File: config.mk
export PLATFORM = sky130hd
export DESIGN_NAME = dma_reload_engine
export DESIGN_NICKNAME = d
export VERILOG_FILES = /design/src/rtl/dre_pkg.sv /design/src/rtl/dre_ctx.sv /design/src/rtl/dre_addr_gen.sv /design/src/rtl/dre_seq.sv /design/src/rtl/dre_mem_if.sv /design/src/rtl/dma_reload_engine.sv
export SDC_FILE = /design/constraint.sdc
export NUM_CORES = 1
export LEC_CHECK = 0
export ABC_AREA = 1
export CAP_MARGIN = 25
export CORE_ASPECT_RATIO = 0.75
export CORE_MARGIN = 4
export CORE_UTILIZATION = 59
export DETAILED_ROUTE_END_ITERATION = 10
export DONT_BUFFER_PORTS = 1
export PLACE_DENSITY_LB_ADDON = 0.05
export SLEW_MARGIN = 5
export SYNTH_ARGS = -nofsm -noshare
export SYNTH_HDL_FRONTEND = slang
export SYNTH_SLANG_ARGS = --single-unit
export TNS_END_PERCENT = 50
File: constraint.sdc
create_clock -name clk -period 7.5 [get_ports clk]
set_clock_uncertainty 0.05 [all_clocks]
set_input_delay 0.75 -clock clk [delete_from_list [all_inputs] [get_ports clk]]
set_output_delay 0.75 -clock clk [all_outputs]
set_load 0.01 [all_outputs]
File: src/rtl/dre_pkg.sv
package dre_pkg;

    localparam int unsigned DATA_W       = 32;
    localparam int unsigned DESC_WORDS   = 4;
    localparam int unsigned WIDX_W       = $clog2(DESC_WORDS);
    localparam int unsigned WORD_BYTES   = DATA_W / 8;
    localparam int unsigned WORD_SHIFT   = $clog2(WORD_BYTES);
    localparam int unsigned SLOT_BYTES   = 2 * DESC_WORDS * WORD_BYTES;
    localparam int unsigned SLOT_SHIFT   = $clog2(SLOT_BYTES);
    localparam int unsigned RELOAD_OFS   = DESC_WORDS * WORD_BYTES;
    localparam int unsigned RELOAD_BIT   = 1;
    localparam int unsigned ENABLE_BIT   = 3;
    localparam int unsigned PTR_WORD     = 3;
    localparam int unsigned PTR_ZERO_LSB = 16;

    typedef logic [DATA_W-1:0] word_t;
    typedef logic [WIDX_W-1:0] widx_t;

    typedef enum logic [2:0] {
        ST_IDLE,
        ST_CTRL_RD,
        ST_CTRL_CHK,
        ST_COPY_RD,
        ST_COPY_WR
    } seq_state_e;

    typedef enum logic [1:0] {
        OP_NONE,
        OP_READ,
        OP_WRITE
    } mem_op_e;

    typedef enum logic {
        AREA_TABLE,
        AREA_RELOAD
    } area_e;

    typedef struct packed {
        mem_op_e op;
        area_e   area;
        widx_t   word;
    } mem_cmd_t;

    typedef enum logic [1:0] {
        ACT_SKIP,
        ACT_IRQ,
        ACT_RELOAD
    } ctrl_action_e;

    function automatic ctrl_action_e classify_ctrl(word_t ctrl);
        if (!ctrl[ENABLE_BIT])      return ACT_SKIP;
        else if (ctrl[RELOAD_BIT])  return ACT_RELOAD;
        else                        return ACT_IRQ;
    endfunction

    function automatic word_t scrub_word(widx_t w, word_t d);
        word_t r;
        r = d;
        if (w == widx_t'(PTR_WORD))
            r[PTR_ZERO_LSB-1:0] = '0;
        return r;
    endfunction

endpackage

File: src/rtl/dre_ctx.sv
module dre_ctx
    import dre_pkg::*;
#(
    parameter int unsigned ADDR_W = 32,
    parameter int unsigned CH_W   = 3
) (
    input  logic              clk,
    input  logic              rst,
    input  logic              accept,
    input  logic              busy,
    input  logic [ADDR_W-1:0] base_in,
    input  logic [CH_W-1:0]   chan_in,
    output logic [ADDR_W-1:0] base_q,
    output logic [CH_W-1:0]   chan_q
);

    always_ff @(posedge clk) begin
        if (rst) begin
            base_q <= '0;
            chan_q <= '0;
        end else if (accept) begin
            base_q <= base_in;
            chan_q <= chan_in;
        end
    end

    // the table location is frozen for the whole service
    assert_ctx_stable_R1: assert property (@(posedge clk) disable iff (rst)
        (busy && !accept) |=> ($stable(base_q) && $stable(chan_q)));

endmodule

File: src/rtl/dre_addr_gen.sv
module dre_addr_gen
    import dre_pkg::*;
#(
    parameter int unsigned ADDR_W = 32,
    parameter int unsigned CH_W   = 3
) (
    input  logic [ADDR_W-1:0] base,
    input  logic [CH_W-1:0]   chan,
    input  area_e             area,
    input  widx_t             word,
    output logic [ADDR_W-1:0] addr
);

    localparam logic [ADDR_W-1:0] AREA_OFS = ADDR_W'(RELOAD_OFS);

    logic [ADDR_W-1:0] slot_ofs;
    logic [ADDR_W-1:0] word_ofs;
    logic [ADDR_W-1:0] area_ofs;

    always_comb begin
        slot_ofs = ADDR_W'(chan) << SLOT_SHIFT;
        word_ofs = ADDR_W'(word) << WORD_SHIFT;
        area_ofs = (area == AREA_RELOAD) ? AREA_OFS : '0;
        addr     = base + slot_ofs + area_ofs + word_ofs;
    end

endmodule

File: src/rtl/dre_seq.sv
module dre_seq
    import dre_pkg::*;
(
    input  logic     clk,
    input  logic     rst,
    input  logic     done_in,
    input  word_t    rdata,
    output logic     accept,
    output mem_cmd_t cmd,
    output logic     busy,
    output logic     irq
);

    localparam widx_t LAST_WORD = widx_t'(DESC_WORDS - 1);

    seq_state_e   state;
    widx_t        widx;
    ctrl_action_e act;

    assign accept = (state == ST_IDLE) && done_in;
    assign busy   = (state != ST_IDLE);
    assign act    = classify_ctrl(rdata);

    always_ff @(posedge clk) begin
        if (rst) begin
            state <= ST_IDLE;
            widx  <= '0;
            irq   <= 1'b0;
        end else begin
            irq <= 1'b0;
            unique case (state)
                ST_IDLE: begin
                    if (done_in) state <= ST_CTRL_RD;
                end
                ST_CTRL_RD: begin
                    state <= ST_CTRL_CHK;
                end
                ST_CTRL_CHK: begin
                    widx <= '0;
                    unique case (act)
                        ACT_RELOAD: state <= ST_COPY_RD;
                        ACT_IRQ: begin
                            state <= ST_IDLE;
                            irq   <= 1'b1;
                        end
                        default: state <= ST_IDLE;
                    endcase
                end
                ST_COPY_RD: begin
                    state <= ST_COPY_WR;
                end
                ST_COPY_WR: begin
                    if (widx == LAST_WORD) begin
                        state <= ST_IDLE;
                    end else begin
                        widx  <= widx + widx_t'(1);
                        state <= ST_COPY_RD;
                    end
                end
                default: state <= ST_IDLE;
            endcase
        end
    end

    always_comb begin
        cmd = '{op: OP_NONE, area: AREA_TABLE, word: '0};
        unique case (state)
            ST_CTRL_RD: cmd = '{op: OP_READ,  area: AREA_TABLE,  word: '0};
            ST_COPY_RD: cmd = '{op: OP_READ,  area: AREA_RELOAD, word: widx};
            ST_COPY_WR: cmd = '{op: OP_WRITE, area: AREA_TABLE,  word: widx};
            default:    cmd = '{op: OP_NONE,  area: AREA_TABLE,  word: '0};
        endcase
    end

    // the interrupt lasts one cycle only
    assert_irq_pulse_R5: assert property (@(posedge clk) disable iff (rst)
        irq |=> !irq);

    // the interrupt is raised only after the service has finished
    assert_irq_idle_R5: assert property (@(posedge clk) disable iff (rst)
        irq |-> !busy);

    // busy drops right after the final write
    assert_busy_ends_R7: assert property (@(posedge clk) disable iff (rst)
        (state == ST_COPY_WR && widx == LAST_WORD) |=> !busy);

    // a completion seen while busy starts no new service
    assert_ignore_busy_R8: assert property (@(posedge clk) disable iff (rst)
        (busy && done_in) |=> (state != ST_CTRL_RD));

    // copy words advance strictly in ascending order
    assert_copy_order_R3: assert property (@(posedge clk) disable iff (rst)
        (state == ST_COPY_WR && widx != LAST_WORD) |=>
            (state == ST_COPY_RD && widx == $past(widx) + widx_t'(1)));

endmodule

File: src/rtl/dre_mem_if.sv
module dre_mem_if
    import dre_pkg::*;
#(
    parameter int unsigned ADDR_W = 32
) (
    input  mem_cmd_t          cmd,
    input  logic [ADDR_W-1:0] addr_in,
    input  word_t             rdata,
    output logic              mem_req,
    output logic              mem_we,
    output logic [ADDR_W-1:0] mem_addr,
    output word_t             mem_wdata
);

    always_comb begin
        mem_req   = (cmd.op != OP_NONE);
        mem_we    = (cmd.op == OP_WRITE);
        mem_addr  = mem_req ? addr_in : '0;
        mem_wdata = mem_we ? scrub_word(cmd.word, rdata) : '0;
    end

endmodule

File: src/rtl/dma_reload_engine.sv
module dma_reload_engine
    import dre_pkg::*;
#(
    parameter int unsigned ADDR_W = 32,
    parameter int unsigned CH_W   = 3
) (
    input  logic              clk,
    input  logic              rst,
    input  logic [ADDR_W-1:0] base_addr,
    input  logic [CH_W-1:0]   chan_idx,
    input  logic              xfer_done,
    output logic              mem_req,
    output logic              mem_we,
    output logic [ADDR_W-1:0] mem_addr,
    output logic [DATA_W-1:0] mem_wdata,
    input  logic [DATA_W-1:0] mem_rdata,
    output logic              busy,
    output logic              irq
);

    logic              accept;
    mem_cmd_t          cmd;
    logic [ADDR_W-1:0] base_q;
    logic [CH_W-1:0]   chan_q;
    logic [ADDR_W-1:0] calc_addr;

    dre_seq i_seq (
        .clk     (clk),
        .rst     (rst),
        .done_in (xfer_done),
        .rdata   (mem_rdata),
        .accept  (accept),
        .cmd     (cmd),
        .busy    (busy),
        .irq     (irq)
    );

    dre_ctx #(.ADDR_W(ADDR_W), .CH_W(CH_W)) i_ctx (
        .clk     (clk),
        .rst     (rst),
        .accept  (accept),
        .busy    (busy),
        .base_in (base_addr),
        .chan_in (chan_idx),
        .base_q  (base_q),
        .chan_q  (chan_q)
    );

    dre_addr_gen #(.ADDR_W(ADDR_W), .CH_W(CH_W)) i_addr (
        .base (base_q),
        .chan (chan_q),
        .area (cmd.area),
        .word (cmd.word),
        .addr (calc_addr)
    );

    dre_mem_if #(.ADDR_W(ADDR_W)) i_mem (
        .cmd       (cmd),
        .addr_in   (calc_addr),
        .rdata     (mem_rdata),
        .mem_req   (mem_req),
        .mem_we    (mem_we),
        .mem_addr  (mem_addr),
        .mem_wdata (mem_wdata)
    );

    // every write lands on the table word just below the slot word read one cycle earlier
    assert_wr_after_rd_R3: assert property (@(posedge clk) disable iff (rst)
        mem_we |-> ($past(mem_req) && !$past(mem_we) &&
                    mem_addr == $past(mem_addr) - ADDR_W'(RELOAD_OFS)));

    // RAM is written only during a service
    assert_wr_in_busy_R6: assert property (@(posedge clk) disable iff (rst)
        mem_we |-> busy);

    // no RAM traffic while idle
    assert_idle_quiet_R9: assert property (@(posedge clk) disable iff (rst)
        !busy |-> !mem_req);

endmodule

## Word level (Yosys, flattened, before mapping)

Cells that the tools add are included.

- Register bits: 41
- Input bits: 70
- Output and inout port bits: 68
- Word-level logic and storage cells: 42

- $add $sub $neg: 4
- Equality and inequality tests: 11
- Mux-type cells: 14
- Bitwise gates (word level): 1
- Reductions and logical operators: 7

Operators with widths:

| kind | number |
|---|---|
| 32-bit 2-to-1 mux | 2 |
| 32-bit by 4-bit adder with 32-bit output | 1 |
| 32-bit by 5-bit adder with 32-bit output | 1 |
| 32-bit by 8-bit adder with 32-bit output | 1 |
| 16-bit 2-to-1 mux | 1 |
| 3-bit case mux with 5 select lines | 1 |
| 5-bit case mux with 3 select lines | 1 |
| 2-bit 2-to-1 mux | 5 |
| 2-bit equality test, second input constant | 4 |
| 3-bit by 2-bit equality test with 1-bit output, second input constant | 2 |
| 5-bit 2-to-1 mux | 1 |
| 2-bit inequality test, second input constant | 2 |
| 2-bit case mux with 2 select lines | 1 |
| 2-bit nonzero test | 2 |
| 3-bit by 1-bit equality test with 1-bit output, second input constant | 1 |
| 3-bit equality test, second input constant | 1 |
| 3-bit logical NOT | 1 |
| 3-bit 2-to-1 mux | 1 |
| 3-bit nonzero test | 1 |
| 2-bit by 1-bit adder with 2-bit output, second input constant | 1 |
| 2-bit by 1-bit equality test with 1-bit output, second input constant | 1 |
| 2-bit AND reduction | 1 |
| 2-bit OR reduction | 1 |
| 1-bit logical AND | 1 |
| other kinds (2) | 2 |

## Logic depth before layout (Yosys ltp)

Gate-level depths: netlist of run 1.

- Depth after elaboration: 6
- Mapped depth: 18
- Gate-level depth less buffers: 18

## Hierarchy

From an unflattened synthesis of run 1, not the netlist that was laid out.

- Cells, all modules: 657
- Area total of the unflattened synthesis: 3606.0 um^2

By module, submodules not included:

| module | times used | cells an instance | area an instance (um^2) | seq. area each (um^2) |
|---|---|---|---|---|
| dre_ctx | 1 | 222 | 1514.0 | 700.7 |
| dre_addr_gen | 1 | 240 | 1178.6 | 0.0 |
| dre_mem_if | 1 | 141 | 558.0 | 0.0 |
| dre_seq | 1 | 54 | 355.3 | 120.1 |

## Least setup slack after synthesis of run 1

Ideal clock, no wire load.

- Path kind: flip-flop to output port
- From: register i_seq.state[0]
- To: output port mem_addr[18]
- Arrival: 2.372 ns
- Required time: 6.700 ns
- Slack: 4.328 ns
- Stages on the path, launching flop included: 19
- Path buffers: 0
- Cell sequence: dfxtp_1 > or2_4 > nor2_8 > inv_4 > nand2_4 > nand2_2 > inv_1 > ha_1 > inv_1 > fa_1 > inv_1 > nand3_1 > nand3_1 > nand3_1 > nand2_1 > nand2_1 > nand2_1 > nand2_1 > nor2_1

- Longest elaborated chain between the ends: 6
- Elaborated cells on any way between the ends: 9
- Those cells by class: add/sub (2); eq/ne (3); mux (3); reduce/logical (1)

RTL lines:

| what | line | text |
|---|---|---|
| start, declared | dre_seq.sv:16 | `seq_state_e state;` |
| start signal, assigned | dre_seq.sv:26 | `state <= ST_IDLE;` |
| start signal, assigned | dre_seq.sv:33 | `if (done_in) state <= ST_CTRL_RD;` |
| start signal, assigned | dre_seq.sv:36 | `state <= ST_CTRL_CHK;` |
| 3-bit equality test (tied with other cells) | dre_seq.sv:67 | `unique case (state)` |
| 5-bit case mux with 3 select lines (*) | dre_seq.sv:67 |  |
| 5-bit 2-to-1 mux | dre_addr_gen.sv:23 | `area_ofs = (area == AREA_RELOAD) ? AREA_OFS : '0;` |
| 32-bit by 5-bit adder with 32-bit output | dre_addr_gen.sv:24 | `addr = base + slot_ofs + area_ofs + word_ofs;` |
| 32-bit by 4-bit adder with 32-bit output | dre_addr_gen.sv:24 |  |
| 32-bit 2-to-1 mux (*) | dre_mem_if.sv:18 | `mem_addr = mem_req ? addr_in : '0;` |
| end, declared | dma_reload_engine.sv:14 | `output logic [ADDR_W-1:0] mem_addr,` |

Every way passes the cells marked *; elsewhere a longest branch is shown, timed or not.

## Worst setup path after layout of run 1

Ends and elaborated chain as after synthesis.

==> flow_summary.yaml, run 1 <==
synthesis:
  ys_ff_latch: 41
  synth_warnings: 0
  syn_area_mm2: 0.003015
  synth_fp_nets: 599
  synth.distinct_cells: 28
  synth_area_per_cell_um2: 5.788
  synth_cells: 521
  synth-seq-area-share_pct: 27.22
routing:
  drt_iter0_markers: 148
  drc: 0
  vias_per_cell: 5.259
  wl_per_cell_um: 13.78
  wl_met2_mm: 3.436
  ant_nets: 0
  m1WireLength_mm: 3.818
  met3WireLength_um: 618
  top_layer: "met4"
  vias: 3024
  drt_pass1_iterations: 5
  routed_wl_mm: 7.925
pwr:
  swShare_pct: 37.03
  power_frac_seq_pct: 47.6
  finalPower_w: 0.0005639
  clkPwrFrac_pct: 25.4
  powerDensity_mw_per_mm2: 181.3
  peakVddDrop_uv: 113.4
  p_leak_nw: 1.411
  p_int_w: 0.0003551
  comb_power_share_pct: 27.0
  p_switching_w: 0.0002088
die:
  start_util_pct: 61.20
  core_mm2: 0.004927
  num_io_pins: 138
  dieArea_mm2: 0.006330
  die-height_um: 69.91
  die_x_um: 90.55
  std_cell_rows: 22
min_path:
  hp-class: "reg -> reg"
global_routing:
  antenna_found_initial: 0
  overflow: 0
  grt_first_pass_wirelength_mm: 12.77
  grt_pass1_vias: 2699
  grt_usage_pct: 24.28
  grt_max_degree: 71
sta:
  slew_violations: 0
  slew_headroom_pct: 57.26
  rsz0062_at_grt: "no"
  period_share_pct: 53.09
  fin_tns_setup_ns: 0
  max_freq_mhz: 251.1
  setup_viol: 0
  hold_viol_final: 0
  fin_ws_ns: 3.518
  period_needed_ns: 3.982
  tightest_slew_ns: 0.6345
finish:
  multi_input_area_mm2: 0.001748
  final_common_cell: "nand2_1"
  fin_nets: 592
  fill_cells: 519
  diodes: 0
  drive_above_1_share_pct: 5.049
  final_cell_mix: "nand2_1 (118), inv_1 (92), nor2_1 (81)"
  syn2layout_area_growth_pct: 3.153
  seqCellArea_um2: 820.8
clock_tree:
  cts_setup_buffers: 0
  cts.sinks: 41
  clockRootBuffer: "clkbuf_8"
  cts_tree: "yes"
  cts_max_path_buffers: 2
  ctsResizeCount: 0
  numCtsBuffers: 5
  clk_latency_ns: 0.29
  cts_hold_buf: 0
  clk_pin_slew_worst_paths_ns: 0.08
  htree_levels: 2
run:
  cap_viol_max_count: 0
outcome:
  status: "finished, final reports clean"
setup_path:
  arrival_ns: 3.18
  setup.worst_path.class: "reg -> out"
  start_kind: "register"
  end_kind: "primary output"
  required_ns: 6.70
  cp_max_fo: 19
placed_design:
  port_buffers: 0
  hpwl_mm: 6.120
  pre_cts_ws_ns: 3.848
  gp_congestion: 0.9367
==> cell families after synthesis <==
logic type	share of synthesized area [%]
AO/OA/AOI/OAI	16.93
XOR/XNOR	0.5810
adder cells (fa/ha/maj)	3.568
buffers and inverters	14.98
flip-flops	27.22
AND/OR/NAND/NOR	36.72
==> path summary, 6_finish.rpt <==
check | start | endpoint | slack, ns | depth (start not counted)
setup / recovery | i_seq.state[0]$_SDFFE_PP0P_ | mem_addr[18] | 3.52 | 18
hold / removal | i_ctx.base_q[7]$_SDFFE_PP0P_ | i_ctx.base_q[7]$_SDFFE_PP0P_ | 0.40 | 2
hold reg to reg | i_ctx.base_q[7]$_SDFFE_PP0P_ | i_ctx.base_q[7]$_SDFFE_PP0P_ | 0.40 | 2
setup reg to reg | i_seq.state[0]$_SDFFE_PP0P_ | i_ctx.base_q[11]$_SDFFE_PP0P_ | 5.99 | 5
==> power by group through the flow <==
stage | logic, W | clock network [W] | registers, W
2_1_floorplan | 0.000129 | 0 | 0.000267
3_3_place_gp | 0.000147 | 0 | 0.000272
3_5_place_dp | 0.000151 | 0 | 0.000272
4_1_cts | 0.000151 | 0.000144 | 0.000268
5_1_grt | 0.000174 | 0.000155 | 0.000272
6_report | 0.000152 | 0.000144 | 0.000268
==> metrics by stage <==
| stage | area (um^2) | std cells | utilization (%) | hold slack [ns] |
|---|---|---|---|---|
| after detailed placement | 3015 | 566 | 61.20 | 0.3925 |
| after CTS | 3095 | 574 | 62.82 | 0.4079 |
| after floorplan | 3015 | 521 | - | 0.3775 |
| after global placement | 3015 | 566 | 61.20 | 0.3879 |
| final | 3110 | 575 | 63.13 | 0.4013 |
| after global routing | 3110 | 575 | 63.13 | 0.4270 |
==> cell type report <==
cell class                      instances  share of cell area [%]
Clock buffer                            8                   2.574
Inverter                               95                   11.71
Multi-Input combinational cell        369                   56.19
Sequential cell                        41                   26.39
Tap cell                               60                   2.414
Timing Repair Buffer                    2                  0.7241
==> sequential cells by signal (all words and copies together) (netlist names) <==
register / flops
i_seq.widx: 2
i_ctx.base_q: 32
i_seq.irq: 1
i_seq.state: 3
i_ctx.chan_q: 3
==> per-layer routing <==
| layer | vias up | track usage [%] |
|---|---|---|
| met1 | 1318 | 35.21 |
| met4 | 0 | 4.584 |
| li1 | 1606 | - |
| met2 | 93 | 36.65 |
| met5 | - | 0 |
| met3 | 7 | 5.920 |
==> worst max-delay path, stage by stage (launching register included) <==
cell	delay, ns
dfxtp_1	0.34
or2_4	0.28
nor2_8	0.24
inv_4	0.15
nand2_4	0.10
nand2_2	0.07
inv_1	0.06
ha_1	0.16
inv_1	0.06
fa_1	0.35
inv_1	0.12
nand3_1	0.08
nand3_1	0.16
nand3_1	0.10
nand2_1	0.22
nand2_1	0.11
nand2_1	0.07
nand2_1	0.04
nor2_1	0.18
==> cell usage after synthesis (all sizes together) <==
library cell	instances	share of area (%)
inv	95	12
xor2	2	0.58
nor3	11	1.8
and2	1	0.21
clkbuf	12	1.5
nor2	92	13
nor4	1	0.21
dfxtp	41	27
a21oi	51	8.5
nand2	121	16
or2	1	0.29
a21boi	1	0.25
fa	1	0.66
ha	7	2.9
nand4	3	0.62
nand3	28	4.6
buf	4	1.4
o211ai	1	0.25
o21ai	48	8.0
No activity file was read; power rests on OpenSTA's default activity.
==> inputs of run 2 (changes only) <==
==> constraint.sdc (replaced) <==
create_clock -name clk -period 3.8 [get_ports clk]
set_clock_uncertainty 0.05 [all_clocks]
set_input_delay 0.38 -clock clk [delete_from_list [all_inputs] [get_ports clk]]
set_output_delay 0.38 -clock clk [all_outputs]
set_load 0.01 [all_outputs]
==> flow_summary.yaml, run 2 (synthesis gave the netlist of run 1 again) <==
outcome:
  status: "finished, final reports clean"
sta:
  period_share_pct: 91.42
  rsz0062_at_grt: "no"
  hold_viol_final: 0
  tightest_slew_ns: 0.5550
  max_freq_mhz: 287.9
  setup_viol: 0
  slew_headroom_pct: 62.95
  slew_violations: 0
  fin_tns_setup_ns: 0
  timing.hold.ws_ns: 0.09290
  period_needed_ns: 3.474
global_routing:
  use_met2_pct: 38.21
  grt_first_pass_wirelength_mm: 13.10
  grt_max_degree: 39
  grt_use_met3_pct: 6.889
  grt_pass1_vias: 2732
  grt_usage_pct: 25.13
  busiest_layer: "met2"
  antenna_found_initial: 0
  overflow: 0
  grt_util_met1_pct: 35.83
die:
  die_x_um: 90.55
  core_mm2: 0.004927
  std_cell_rows: 22
  num_io_pins: 138
  dieArea_mm2: 0.006330
  die-height_um: 69.91
  start_util_pct: 61.20
setup_path:
  required_ns: 3.37
  rr_endpoint: "i_ctx.base_q[26]$_SDFFE_PP0P_"
  cp_num_buf_inv: 4
  r2r-start: "i_seq.state[0]$_SDFFE_PP0P_"
  crit_path_start: "i_seq.state[0]$_SDFFE_PP0P_"
  end_kind: "primary output"
  start_kind: "register"
  r2r_cells: 5
  crit_path_max_incr_delay_ns: 0.36
  crit_slowest_cell: "fa_1"
  worst-path-stages: 18
  crit_family: "simple AND/OR/NAND/NOR gates"
  arrival_ns: 3.04
  setup.worst_path.class: "reg -> out"
  path_cells: "or2_4 -> nor2_8 -> inv_4 -> nand2_4 -> nand2_2 -> inv_1 -> ha_1 -> inv_1 -> fa_1 -> inv_1 -> nand3_1 -> nand3_2 -> nand3_1 -> nand2_2 -> nand2_1 -> nand2_1 -> nand2_1 -> nor2_1"
  rrSetupSlack_ns: 1.88
  critical_path.endpoint: "mem_addr[18]"
  cp_max_fo: 19
clock_tree:
  cts_max_path_buffers: 2
  cts.sinks: 41
  cts_setup_buffers: 0
  clk_latency_ns: 0.29
  ctsResizeCount: 0
  cts_hold_buf: 0
  cts_tree: "yes"
  clk_pin_slew_worst_paths_ns: 0.08
  htree_levels: 2
  numCtsBuffers: 5
  clockRootBuffer: "clkbuf_8"
routing:
  vias_per_cell: 5.506
  drt_pass1_iterations: 7
  ant_nets: 0
  drc: 0
  drt_iter0_markers: 269
  wl_per_cell_um: 14.40
  routed_wl_mm: 8.307
  vias: 3177
finish:
  multi_input_area_mm2: 0.001785
  drive_above_1_share_pct: 6.770
  final_common_cell: "nand2_1"
  fill_cells: 493
  final_cell_mix: "nand2_1 (117), inv_1 (92), nor2_1 (81)"
  fin_area_mm2: 0.003169
  seqCellArea_um2: 820.8
  regMostFlops: "i_ctx.base_q"
  diodes: 0
  syn2layout_area_growth_pct: 5.104
  reg_top3: "i_ctx.base_q (32), i_ctx.chan_q (3), i_seq.state (3)"
  fin_nets: 594
  largest_reg_flops: 32
min_path:
  hold_depth: 1
  worstHoldStart: "rst"
  hp-class: "in -> reg"
run:
  cap_viol_max_count: 0
pwr:
  powerDensity_mw_per_mm2: 365.4
  peakVddDrop_uv: 271.0
  finalPower_w: 0.001158
  p_leak_nw: 1.440
placed_design:
  gp_congestion: 0.9412
  hpwl_mm: 6.318
  placed_area_mm2: 0.003015
  port_buffers: 0
==> run 2: worst min-delay path by stage <==
stage,endpoint,slack (ns)
3_3_place_gp,i_ctx.base_q[7]$_SDFFE_PP0P_,0.39
3_5_place_dp,i_ctx.chan_q[2]$_SDFFE_PP0P_,0.39
5_1_grt,i_seq.state[2]$_SDFFE_PP0P_,0.08
6_report,i_seq.widx[0]$_SDFFE_PP0P_,0.09
4_1_cts,i_seq.widx[0]$_SDFFE_PP0P_,0.09
2_1_floorplan,i_ctx.chan_q[0]$_SDFFE_PP0P_,0.38
==> run 2: metal layers <==
metal  wire length (um)  up-vias  share of wire [%]
li1                   -     1616                  -
met1               3573     1413                 43
met2               3788      141                 46
met3                891        7                 11
met4                 54        0               0.65
met5                  0        -                  0
==> run 2: where the power goes <==
group | total, W | internal (W) | switching [W]
logic | 0.000307 | 0.0000876 | 0.000220
registers | 0.000531 | 0.000483 | 0.0000478
clock network | 0.000320 | 0.000164 | 0.000155
==> run 2: stage by stage <==
step	utilization, %	setup slack, ns	cells
6_report	64.32	0.3260	577
4_1_cts	63.26	0.1536	574
3_3_place_gp	61.20	0.6115	566
5_1_grt	64.32	0.03703	577
3_5_place_dp	61.20	0.4875	566
2_1_floorplan	-	0.9980	521
==> run 2: cell type report <==
type	instances	area share [%]
clock inverter	1	0.1579
inverter	95	11.49
sequential	41	25.90
timing repair buffer	2	0.7106
clock buffer	7	3.040
multi-input combinational	371	56.34
tap	60	2.369
==> run 2: worst register-to-register path: stages (launching register included) <==
cell     delay (ns)
dfxtp_1        0.34
nor2_1         0.21
nand3_2        0.47
buf_4          0.44
o21ai_0        0.21
a21oi_1        0.07
==> inputs of run 3 (changes only) <==
--- a/config.mk
+++ b/config.mk
@@ -9,7 +9,8 @@
 export CAP_MARGIN = 25
 export CORE_ASPECT_RATIO = 0.75
 export CORE_MARGIN = 4
-export CORE_UTILIZATION = 59
+export CORE_UTILIZATION = 40
+export CTS_CLUSTER_DIAMETER = 60
 export DETAILED_ROUTE_END_ITERATION = 10
 export DONT_BUFFER_PORTS = 1
 export PLACE_DENSITY_LB_ADDON = 0.05
==> flow_summary.yaml, run 3 (synthesis gave the netlist of run 1 again) <==
sta:
  max_freq_mhz: 282.3
  rsz0062_at_grt: "no"
  timing.hold.ws_ns: 0.08462
  setup_viol: 0
  slew_violations: 0
  period_needed_ns: 3.542
  slew_headroom_pct: 56.21
  hold_viol_final: 0
  fin_tns_setup_ns: 0
  tightest_slew_ns: 0.6562
  period_share_pct: 93.22
min_path:
  hp-class: "in -> reg"
  hold_depth: 1
  holdPathEnd: "i_seq.widx[0]$_SDFFE_PP0P_"
  worstHoldStart: "rst"
global_routing:
  grt_usage_pct: 19.56
  grt_pass1_vias: 2830
  grt_max_degree: 39
  antenna_found_initial: 0
  overflow: 0
  grt_first_pass_wirelength_mm: 14.06
routing:
  drc: 0
  m1WireLength_mm: 4.417
  vias: 3070
  wl_met2_mm: 3.804
  vias_per_cell: 4.968
  wl_per_cell_um: 14.54
  routed_wl_mm: 8.987
  ant_nets: 0
  top_layer: "met4"
  drt_pass1_iterations: 4
  met3WireLength_um: 701
  drt_iter0_markers: 136
outcome:
  status: "finished, final reports clean"
setup_path:
  required_ns: 3.37
  crit_path_max_incr_delay_ns: 0.35
  path_cells: "or2_4 -> nor2_8 -> inv_4 -> nand2_4 -> nand2_2 -> inv_1 -> ha_1 -> inv_1 -> fa_1 -> inv_1 -> nand3_1 -> nand3_1 -> nand2_1 -> nand2_1 -> o21ai_0 -> a21oi_1"
  r2r-start: "i_seq.state[0]$_SDFFE_PP0P_"
  cp_num_buf_inv: 4
  rrSetupSlack_ns: 1.74
  crit_family: "simple AND/OR/NAND/NOR gates"
  cp_max_fo: 19
  critPathMostFrequentCell: "inv_1"
  start_kind: "register"
  end_kind: "primary output"
  arrival_ns: 3.11
  crit_slowest_cell: "dfxtp_1"
  setup.worst_path.class: "reg -> out"
  r2r_cells: 5
  rr_endpoint: "i_ctx.base_q[12]$_SDFFE_PP0P_"
clock_tree:
  cts_tree: "yes"
  clockRootBuffer: "clkbuf_8"
  clk_pin_slew_worst_paths_ns: 0.08
  htree_levels: 2
  numCtsBuffers: 5
  cts_max_path_buffers: 2
  cts.sinks: 41
  cts_setup_buffers: 0
  clk_latency_ns: 0.30
finish:
  syn2layout_area_growth_pct: 6.100
  fin_nets: 594
  drive_above_1_share_pct: 6.190
  regMostFlops: "i_ctx.base_q"
  diodes: 0
  reg_top3: "i_ctx.base_q (32), i_ctx.chan_q (3), i_seq.state (3)"
  fin_area_mm2: 0.003199
  final_common_cell: "nand2_1"
  final_cell_mix: "nand2_1 (117), inv_1 (92), nor2_1 (81)"
  largest_reg_flops: 32
placed_design:
  placed_area_mm2: 0.003067
  port_buffers: 0
  hpwl_mm: 6.880
  gp_congestion: 0.8338
die:
  num_io_pins: 138
  start_util_pct: 41.13
  core_mm2: 0.007331
  die-height_um: 83.19
  die_x_um: 108.3
  std_cell_rows: 27
  dieArea_mm2: 0.009006
pwr:
  powerDensity_mw_per_mm2: 355.3
  p_leak_nw: 1.418
  peakVddDrop_uv: 182.3
run:
  cap_viol_max_count: 0
[run 3: changes by cell type in the layout (fill, tap and decap cells not counted)]
cell        previous run  this run
clkinv_2               1         0
clkbuf_8               7         5
clkbuf_1               0         2
clkinvlp_4             0         1
a21oi_2                1         0
a21oi_1               50        51
[run 3: area by class of cell]
cell class	count	area, um^2
well taps	101	126.4
multi-input cells	371	1782
fillers	843	4131
flip-flops and latches	41	820.8
clock inverters	1	7.507
clock buffers	7	76.32
inverters	95	364.1
repair buffers	2	22.52
[run 3: per-layer routing]
layer  GRT usage (%)  vias to the layer above
met5               0                        -
met4           4.128                        0
met3           5.672                        5
met2           28.50                       84
met1           28.48                     1363
li1                -                     1618
[run 3: worst max-delay path by stage]
| stage | startpoint | to | slack, ns | depth (start not counted) |
|---|---|---|---|---|
| 2_1_floorplan | i_seq.state[0]$_SDFFE_PP0P_ | mem_addr[18] | 1.0 | 18 |
| 3_3_place_gp | i_seq.state[0]$_SDFFE_PP0P_ | mem_addr[18] | 0.59 | 18 |
| 3_5_place_dp | i_seq.state[0]$_SDFFE_PP0P_ | mem_addr[18] | 0.47 | 18 |
| 4_1_cts | i_seq.state[0]$_SDFFE_PP0P_ | mem_addr[18] | 0.13 | 18 |
| 5_1_grt | i_seq.state[0]$_SDFFE_PP0P_ | mem_addr[18] | 0.03 | 18 |
| 6_report | i_seq.state[0]$_SDFFE_PP0P_ | mem_addr[8] | 0.26 | 16 |
[run 3: what timing repair did]
action	in CTS	in global routing
endpoints found under the setup margin	0	6
gates resized for setup	0	4
hold buffers	0	0
[run 3: power by group]
group / leakage, nW / switching (W) / internal, W
logic: 1.04 / 0.000222 / 0.0000871
registers: 0.339 / 0.0000479 / 0.000483
clock network: 0.0385 / 0.000166 / 0.000130
total: 1.42 / 0.000436 / 0.000701
[run 3: metrics by stage]
| stage | cells | setup slack [ns] | util [%] | power (W) |
|---|---|---|---|---|
| finish | 618 | 0.2578 | 43.64 | 0.001137 |
| global route | 618 | 0.02553 | 43.64 | 0.001219 |
| CTS | 615 | 0.1289 | 42.98 | 0.001142 |
| detailed placement | 607 | 0.4692 | 41.83 | 0.0008449 |
| global placement | 607 | 0.5865 | 41.83 | 0.0008392 |
| floorplan | 521 | 0.9980 | - | 0.0007801 |
